--- config.mk ---
export PLATFORM = sky130hd
export DESIGN_NAME = mcrx_engine
export DESIGN_NICKNAME = d
export VERILOG_FILES = /design/src/rtl/mcrx_pkg.sv /design/src/rtl/mcrx_chan_mem.sv /design/src/rtl/mcrx_step.sv /design/src/rtl/mcrx_fifo.sv /design/src/rtl/mcrx_engine.sv
export SDC_FILE = /design/constraint.sdc
export NUM_CORES = 1
export LEC_CHECK = 0
export BUFFER_PORTS_ARGS = -buffer_cell sky130_fd_sc_hd__buf_2
export CAP_MARGIN = 20
export CORE_MARGIN = 1
export CORE_UTILIZATION = 40
export CTS_CLUSTER_DIAMETER = 120
export DETAILED_ROUTE_END_ITERATION = 7
export GPL_ROUTABILITY_DRIVEN = 0
export GPL_TIMING_DRIVEN = 0
export HOLD_SLACK_MARGIN = 0.15
export MAX_ROUTING_LAYER = met4
export PLACE_DENSITY = 0.52
export SYNTH_ARGS = -nofsm -noshare
export SYNTH_HDL_FRONTEND = slang
export SYNTH_SLANG_ARGS = --single-unit
--- constraint.sdc ---
create_clock -name clk -period 6.6 [get_ports clk]
set_input_delay 0 -clock clk [delete_from_list [all_inputs] [get_ports clk]]
set_output_delay 0 -clock clk [all_outputs]
set_load 0.02 [all_outputs]
--- src/rtl/mcrx_pkg.sv ---
package mcrx_pkg;

  typedef enum logic [2:0] {
    RX_HUNT  = 3'd0,
    RX_START = 3'd1,
    RX_DATA  = 3'd2,
    RX_STOP1 = 3'd3,
    RX_STOP2 = 3'd4
  } rx_state_e;

  localparam int STATE_W = 3;

endpackage

--- src/rtl/mcrx_chan_mem.sv ---
module mcrx_chan_mem #(
  parameter int W  = 8,
  parameter int AW = 4
) (
  input  logic          clk,
  input  logic          rst_n,
  input  logic [AW-1:0] addr,
  input  logic [W-1:0]  wdata,
  output logic [W-1:0]  rdata
);
  localparam int NENT = 1 << AW;

  logic [W-1:0] slot [NENT];

  for (genvar i = 0; i < NENT; i++) begin : g_slot
    always_ff @(posedge clk or negedge rst_n) begin
      if (!rst_n)
        slot[i] <= '0;
      else if (addr == AW'(i))
        slot[i] <= wdata;
    end
  end

  assign rdata = slot[addr];

endmodule

--- src/rtl/mcrx_step.sv ---
module mcrx_step
  import mcrx_pkg::*;
#(
  parameter int DATA_W = 8,
  parameter int OVS    = 16,
  parameter int CNT_W  = 4,
  parameter int BIT_W  = 3
) (
  input  rx_state_e          cur_state,
  input  logic [CNT_W-1:0]   cur_cnt,
  input  logic [BIT_W-1:0]   cur_bit,
  input  logic               cur_fe,
  input  logic               cur_brk,
  input  logic [DATA_W-1:0]  cur_sh,
  input  logic               level,
  input  logic               tick,
  input  logic               two_stop,
  output rx_state_e          nxt_state,
  output logic [CNT_W-1:0]   nxt_cnt,
  output logic [BIT_W-1:0]   nxt_bit,
  output logic               nxt_fe,
  output logic               nxt_brk,
  output logic [DATA_W-1:0]  nxt_sh,
  output logic               done
);
  localparam logic [CNT_W-1:0] HALF_RELOAD = CNT_W'(OVS / 2 - 1);
  localparam logic [CNT_W-1:0] FULL_RELOAD = CNT_W'(OVS - 1);
  localparam logic [BIT_W-1:0] LAST_BIT    = BIT_W'(DATA_W - 1);

  logic sample_now;
  assign sample_now = tick && (cur_cnt == '0);

  always_comb begin
    nxt_state = cur_state;
    nxt_cnt   = cur_cnt;
    nxt_bit   = cur_bit;
    nxt_fe    = cur_fe;
    nxt_brk   = cur_brk;
    nxt_sh    = cur_sh;
    done      = 1'b0;
    if (tick && cur_cnt != '0)
      nxt_cnt = cur_cnt - 1'b1;
    case (cur_state)
      RX_HUNT: begin
        if (!level) begin
          nxt_state = RX_START;
          nxt_cnt   = HALF_RELOAD;
          nxt_fe    = 1'b0;
          nxt_brk   = 1'b0;
        end
      end
      RX_START: begin
        if (sample_now) begin
          if (!level) begin
            nxt_state = RX_DATA;
            nxt_cnt   = FULL_RELOAD;
            nxt_bit   = '0;
          end else begin
            nxt_state = RX_HUNT;
          end
        end
      end
      RX_DATA: begin
        if (sample_now) begin
          nxt_sh  = {level, cur_sh[DATA_W-1:1]};
          nxt_cnt = FULL_RELOAD;
          if (cur_bit == LAST_BIT)
            nxt_state = RX_STOP1;
          else
            nxt_bit = cur_bit + 1'b1;
        end
      end
      RX_STOP1: begin
        if (sample_now) begin
          nxt_fe  = !level;
          nxt_brk = !level && (cur_sh == '0);
          if (two_stop) begin
            nxt_state = RX_STOP2;
            nxt_cnt   = FULL_RELOAD;
          end else begin
            nxt_state = RX_HUNT;
            done      = 1'b1;
          end
        end
      end
      RX_STOP2: begin
        if (sample_now) begin
          nxt_state = RX_HUNT;
          done      = 1'b1;
        end
      end
      default: nxt_state = RX_HUNT;
    endcase
  end

endmodule

--- src/rtl/mcrx_fifo.sv ---
module mcrx_fifo #(
  parameter int W  = 16,
  parameter int AW = 4
) (
  input  logic         clk,
  input  logic         rst_n,
  input  logic         push,
  input  logic [W-1:0] push_data,
  input  logic         pop_ready,
  output logic         head_valid,
  output logic [W-1:0] head_data,
  output logic         dropped
);
  localparam int DEPTH = 1 << AW;

  logic [W-1:0]  store [DEPTH];
  logic [AW-1:0] wr_ptr, rd_ptr;
  logic [AW:0]   fill;
  logic          full, do_push, do_pop;

  assign full       = (fill == (AW+1)'(DEPTH));
  assign head_valid = (fill != '0);
  assign do_push    = push && !full;
  assign do_pop     = pop_ready && head_valid;
  assign head_data  = store[rd_ptr];

  always_ff @(posedge clk) begin
    if (do_push)
      store[wr_ptr] <= push_data;
  end

  always_ff @(posedge clk or negedge rst_n) begin
    if (!rst_n) begin
      wr_ptr  <= '0;
      rd_ptr  <= '0;
      fill    <= '0;
      dropped <= 1'b0;
    end else begin
      if (do_push) wr_ptr <= wr_ptr + 1'b1;
      if (do_pop)  rd_ptr <= rd_ptr + 1'b1;
      case ({do_push, do_pop})
        2'b10:   fill <= fill + 1'b1;
        2'b01:   fill <= fill - 1'b1;
        default: fill <= fill;
      endcase
      if (push && full)
        dropped <= 1'b1;
    end
  end

endmodule

--- src/rtl/mcrx_engine.sv ---
module mcrx_engine
  import mcrx_pkg::*;
#(
  parameter int CH_W    = 4,
  parameter int DATA_W  = 8,
  parameter int OVS     = 16,
  parameter int FIFO_AW = 4
) (
  input  logic                       clk,
  input  logic                       rst_n,
  input  logic [CH_W-1:0]            rx_ch,
  input  logic                       rx_level,
  input  logic                       rx_tick,
  input  logic                       two_stop,
  output logic                       out_valid,
  input  logic                       out_ready,
  output logic [CH_W+DATA_W+3:0]     out_data,
  output logic                       overflow
);
  localparam int CNT_W  = $clog2(OVS);
  localparam int BIT_W  = $clog2(DATA_W);
  localparam int CTL_W  = STATE_W + CNT_W + BIT_W;
  localparam int WORD_W = CH_W + DATA_W + 4;

  logic [CTL_W-1:0]  ctl_rd, ctl_wr;
  logic [1:0]        flg_rd, flg_wr;
  logic [DATA_W-1:0] sh_rd, sh_wr;

  rx_state_e         cur_state, nxt_state;
  logic [CNT_W-1:0]  cur_cnt, nxt_cnt;
  logic [BIT_W-1:0]  cur_bit, nxt_bit;
  logic              nxt_fe, nxt_brk, done;
  logic [WORD_W-1:0] word;

  mcrx_chan_mem #(.W(CTL_W), .AW(CH_W)) u_ctl_mem (
    .clk(clk), .rst_n(rst_n), .addr(rx_ch), .wdata(ctl_wr), .rdata(ctl_rd)
  );
  mcrx_chan_mem #(.W(2), .AW(CH_W)) u_flag_mem (
    .clk(clk), .rst_n(rst_n), .addr(rx_ch), .wdata(flg_wr), .rdata(flg_rd)
  );
  mcrx_chan_mem #(.W(DATA_W), .AW(CH_W)) u_shift_mem (
    .clk(clk), .rst_n(rst_n), .addr(rx_ch), .wdata(sh_wr), .rdata(sh_rd)
  );

  assign cur_state = rx_state_e'(ctl_rd[CTL_W-1 -: STATE_W]);
  assign cur_cnt   = ctl_rd[BIT_W +: CNT_W];
  assign cur_bit   = ctl_rd[BIT_W-1:0];

  mcrx_step #(.DATA_W(DATA_W), .OVS(OVS), .CNT_W(CNT_W), .BIT_W(BIT_W)) u_step (
    .cur_state(cur_state), .cur_cnt(cur_cnt), .cur_bit(cur_bit),
    .cur_fe(flg_rd[0]), .cur_brk(flg_rd[1]), .cur_sh(sh_rd),
    .level(rx_level), .tick(rx_tick), .two_stop(two_stop),
    .nxt_state(nxt_state), .nxt_cnt(nxt_cnt), .nxt_bit(nxt_bit),
    .nxt_fe(nxt_fe), .nxt_brk(nxt_brk), .nxt_sh(sh_wr), .done(done)
  );

  assign ctl_wr = {nxt_state, nxt_cnt, nxt_bit};
  assign flg_wr = {nxt_brk, nxt_fe};
  assign word   = {rx_ch, 2'b00, nxt_brk, nxt_fe, sh_rd};

  mcrx_fifo #(.W(WORD_W), .AW(FIFO_AW)) u_fifo (
    .clk(clk), .rst_n(rst_n), .push(done), .push_data(word),
    .pop_ready(out_ready), .head_valid(out_valid), .head_data(out_data),
    .dropped(overflow)
  );

endmodule

==> flow_summary.toml <==
[run_status]
run_status = "complete, no violations"

[placement]
numPortBuffers = 25
placed_cells = 2584
dpl.hpwl_um = 44190
placed_instance_area_sq_um = 25490

[drt]
drt-pass1-iter-count = 5
routed_via_density = 5.635
dr.first_iter.drc_count = 1005
routed-via-count = 15270
drtAntennaViolNets = 0
drc = 0
wirelength_per_cell_um = 23.48
wirelength_um = 63640

[timing]
final-max-slew-violation-count = 0
worst_slew_pin_tran_ps = 1120
final_setup_violation_count = 0
min_period_ps = 4991
timing_hold_violations_final = 0
clock-skew-final_ps = 26.39
rsz0062_at_grt = "no"
achievable-frequency_mhz = 200.4
relSlewSlack_pct = 25.04
totalNegativeSetupSlack_ps = 0
fin_crit_sh_pct = 75.62

[floorplanning]
chipHeight_um = 248.0
die_width_um = 248.0
floorplan.initialDensity_pct = 40.78
design.die.area_sq_um = 61490
boundaryPins = 28
core_area_sq_um = 59350
rows = 89

[logic_synthesis]
yosys_warnings = 0
synth_async_sr_flop_share_pct = 59.86
number_of_enable_type_register_cells_in_the_synthesized_netlist = 224
synth_simple_gate_area_share_pct = 8.142
synthesis.instances = 1773
syn_area_sq_um = 24200
compound_cell_area_share_of_the_yosys_netlist_pct = 9.647
synth.lib_cells_used.distinct = 72
yosys.area_share.xor_xnor_pct = 0.4343
ys_ff_latch = 558
synth.yosys.seq_area_share_pct = 62.33
synth_area_per_cell_sq_um = 13.65
yosys.area_share.adder_pct = 0.6514
synthMuxAreaShare_pct = 15.89
largest_family_of_logic_cells_by_synthesized_area = "multiplexers"
synth_ff_type = "dfrtp_1"

[critical_path]
crit_fanout = 17
r2r_slack_ps = 2520
worstPathArrival_ps = 5480
worst_ep_required_time_ps = 7090
crit_path_class = "in -> reg"
endpoint_kind = "register"
worst_setup_path_start_kind = "input port"

[min_path]
timing.hold.worst.class = "in -> reg"

[cts]
cts.reportedPaths.clkPinSlew_ps = 60
cts_inserted_buffers = 59
clk_latency_ps = 630
cts_buffer_depth = 3
post_cts_resized = 0
tritoncts = "done"
htree_levels = 2
clkSinkCount = 558
clockRootBuffer = "clkbuf_16"

[pwr]
power-per-cell-area_nw_per_um2 = 344.4
power.share.combinational_pct = 20.4
share_seq_of_total_power_pct = 42.6
power_switching_share_pct = 28.04
pint_mw = 6.883
vdd.ir_drop.worst_mv = 0.1923
p_clk_share_pct = 37.0
design_power_total_mw = 9.566
switching_component_of_the_power_mw = 2.682
total_leakage_power_nw = 10.77

[grt]
grt_overflow = 0
grt_first_pass_wirelength_um = 98110
grt_start_max_net_pins = 124
grtUsageTotal_pct = 22.13
first_global_vias = 15540
number_of_antenna_violations_at_the_first_check_in_global_routing = 3

[finish]
antenna-diode-count = 0
utilization_pct = 46.80
final_common_cell = "dfrtp_1"
most-common-layout-cells = "334 x dfrtp_1, 294 x nand2_1, 224 x edfxtp_1"
area_growth_syn_to_layout_pct = 14.78
final_area_sq_um = 27780
final_cell_count_no_fill = 2710
final_layout_size_suffix_gt1_share_pct = 19.82
nNetsFinal = 1909

[flow_run]
cap_viol_max_count = 0
[registers in the layout, summed over array words and instances (netlist names)]
register / cells
u_shift_mem.slot: 128
u_fifo.wr_ptr: 4
u_fifo.rd_ptr: 4
u_ctl_mem.slot: 160
u_fifo.fill: 5
u_flag_mem.slot: 32
u_fifo.dropped: 1
u_fifo.store: 224
[cell type report]
type | count | area, sq um
buffer | 132 | 655.6
multi-input combinational | 1072 | 8444
tap | 773 | 967.2
clock buffer | 86 | 1778
timing repair buffer | 52 | 460.4
inverter | 12 | 45.04
clock inverter | 25 | 342.8
fill | 5260 | 31580
sequential | 558 | 15080
[layer usage]
metal | share of wire [%] | GRT usage [%] | wire length (um) | vias to the layer above
met3 | 5.4 | 3.547 | 3437 | 99
met1 | 45 | 30.43 | 28850 | 7949
met5 | 0 | - | 0 | -
met2 | 47 | 33.94 | 29790 | 406
li1 | - | - | - | 6816
met4 | 2.5 | 6.388 | 1561 | 0
[worst paths after layout]
path,start,end,cells past startpoint
min in group asynchronous,rst_n,u_ctl_mem.slot[51]$_DFFE_PN0N_,4
worst max register to register,u_ctl_mem.slot[43]$_DFFE_PN0N_,u_fifo.fill[4]$_DFFE_PN0P_,15
max in group asynchronous,rst_n,u_shift_mem.slot[69]$_DFFE_PN0N_,5
worst min register to register,u_flag_mem.slot[25]$_DFFE_PN0N_,u_flag_mem.slot[25]$_DFFE_PN0N_,2
worst min-delay path,rx_ch[3],u_fifo.store[0][13]$_DFFE_PP_,2
worst max-delay path,rx_ch[3],u_fifo.fill[4]$_DFFE_PN0P_,21
[timing repair]
| item | in CTS | in global routing |
|---|---|---|
| buffers inserted | 0 | 0 |
| hold endpoints to repair | 319 | 0 |
| hold buffers | 12 | 0 |
[power by group through the flow]
stage	clock network, mW	registers [mW]	logic (mW)
detailed placement	0	4.13	1.97
floorplan	0	4.08	1.41
CTS	3.62	4.07	1.98
global placement	0	4.13	1.92
global route	3.76	4.11	2.15
finish	3.54	4.08	1.95
[cell families after synthesis]
| family | after synthesis |
|---|---|
| adders and majority gates | 12 |
| buffers and inverters | 144 |
| AOI/OAI and AO/OA | 396 |
| and+or+nand+nor | 458 |
| DFF | 558 |
| muxes | 192 |
| other | 1 |
| xor gates and xnor gates | 12 |
[Yosys cell counts (all sizes together) (2+ instances only)]
cell type,number,area (sq um)
mux2i,43,485.5
a21boi,2,18.77
xnor2,7,61.31
mux4,146,3322
nand2b,3,18.77
a21o,4,30.03
a221oi,2,30.03
xor2,5,43.79
buf,56,369.1
o211ai,5,47.54
nor3,9,65.06
inv,11,41.29
nor2b,8,50.05
edfxtp,224,6726
a21oi,73,369.1
o22a,2,17.52
nand4,6,37.54
nor4,6,50.04
and3,7,46.29
a211oi,2,20.02
nand3,11,55.05
a22o,6,61.31
mux2,3,37.53
and2,12,75.07
clkbuf,76,286.5
a41o,2,20.02
a22oi,26,195.2
nand2,296,1121
nor2,89,346.6
and4,8,70.07
dfrtp,334,8358
o21ai,246,1269
o2111ai,17,148.9
ha,11,137.6
[worst max-delay path, stage by stage]
cell and delay [ps]:
dlygate4sd3_1 520, buf_2 290, buf_2 310, buf_2 370
nor2b_1 190, clkbuf_1 470, clkbuf_1 630, a22o_1 330
nor2_2 70, ha_1 240, and2_1 240, o211ai_1 130
a21oi_2 110, inv_1 210, ha_1 320, ha_1 310
a21o_1 170, a21oi_1 170, xor2_1 160, nor2_1 60
xor2_1 150
[per-stage QoR]
stage                     hold slack (ps)  setup WS, ps
after global placement              399.4         -1008
after floorplan                    -295.6          2584
final                               326.7          1609
after CTS                           285.4          1638
after global routing                330.9          1388
after detailed placement           0.9111          1556
(Power assumes the default switching activity.)
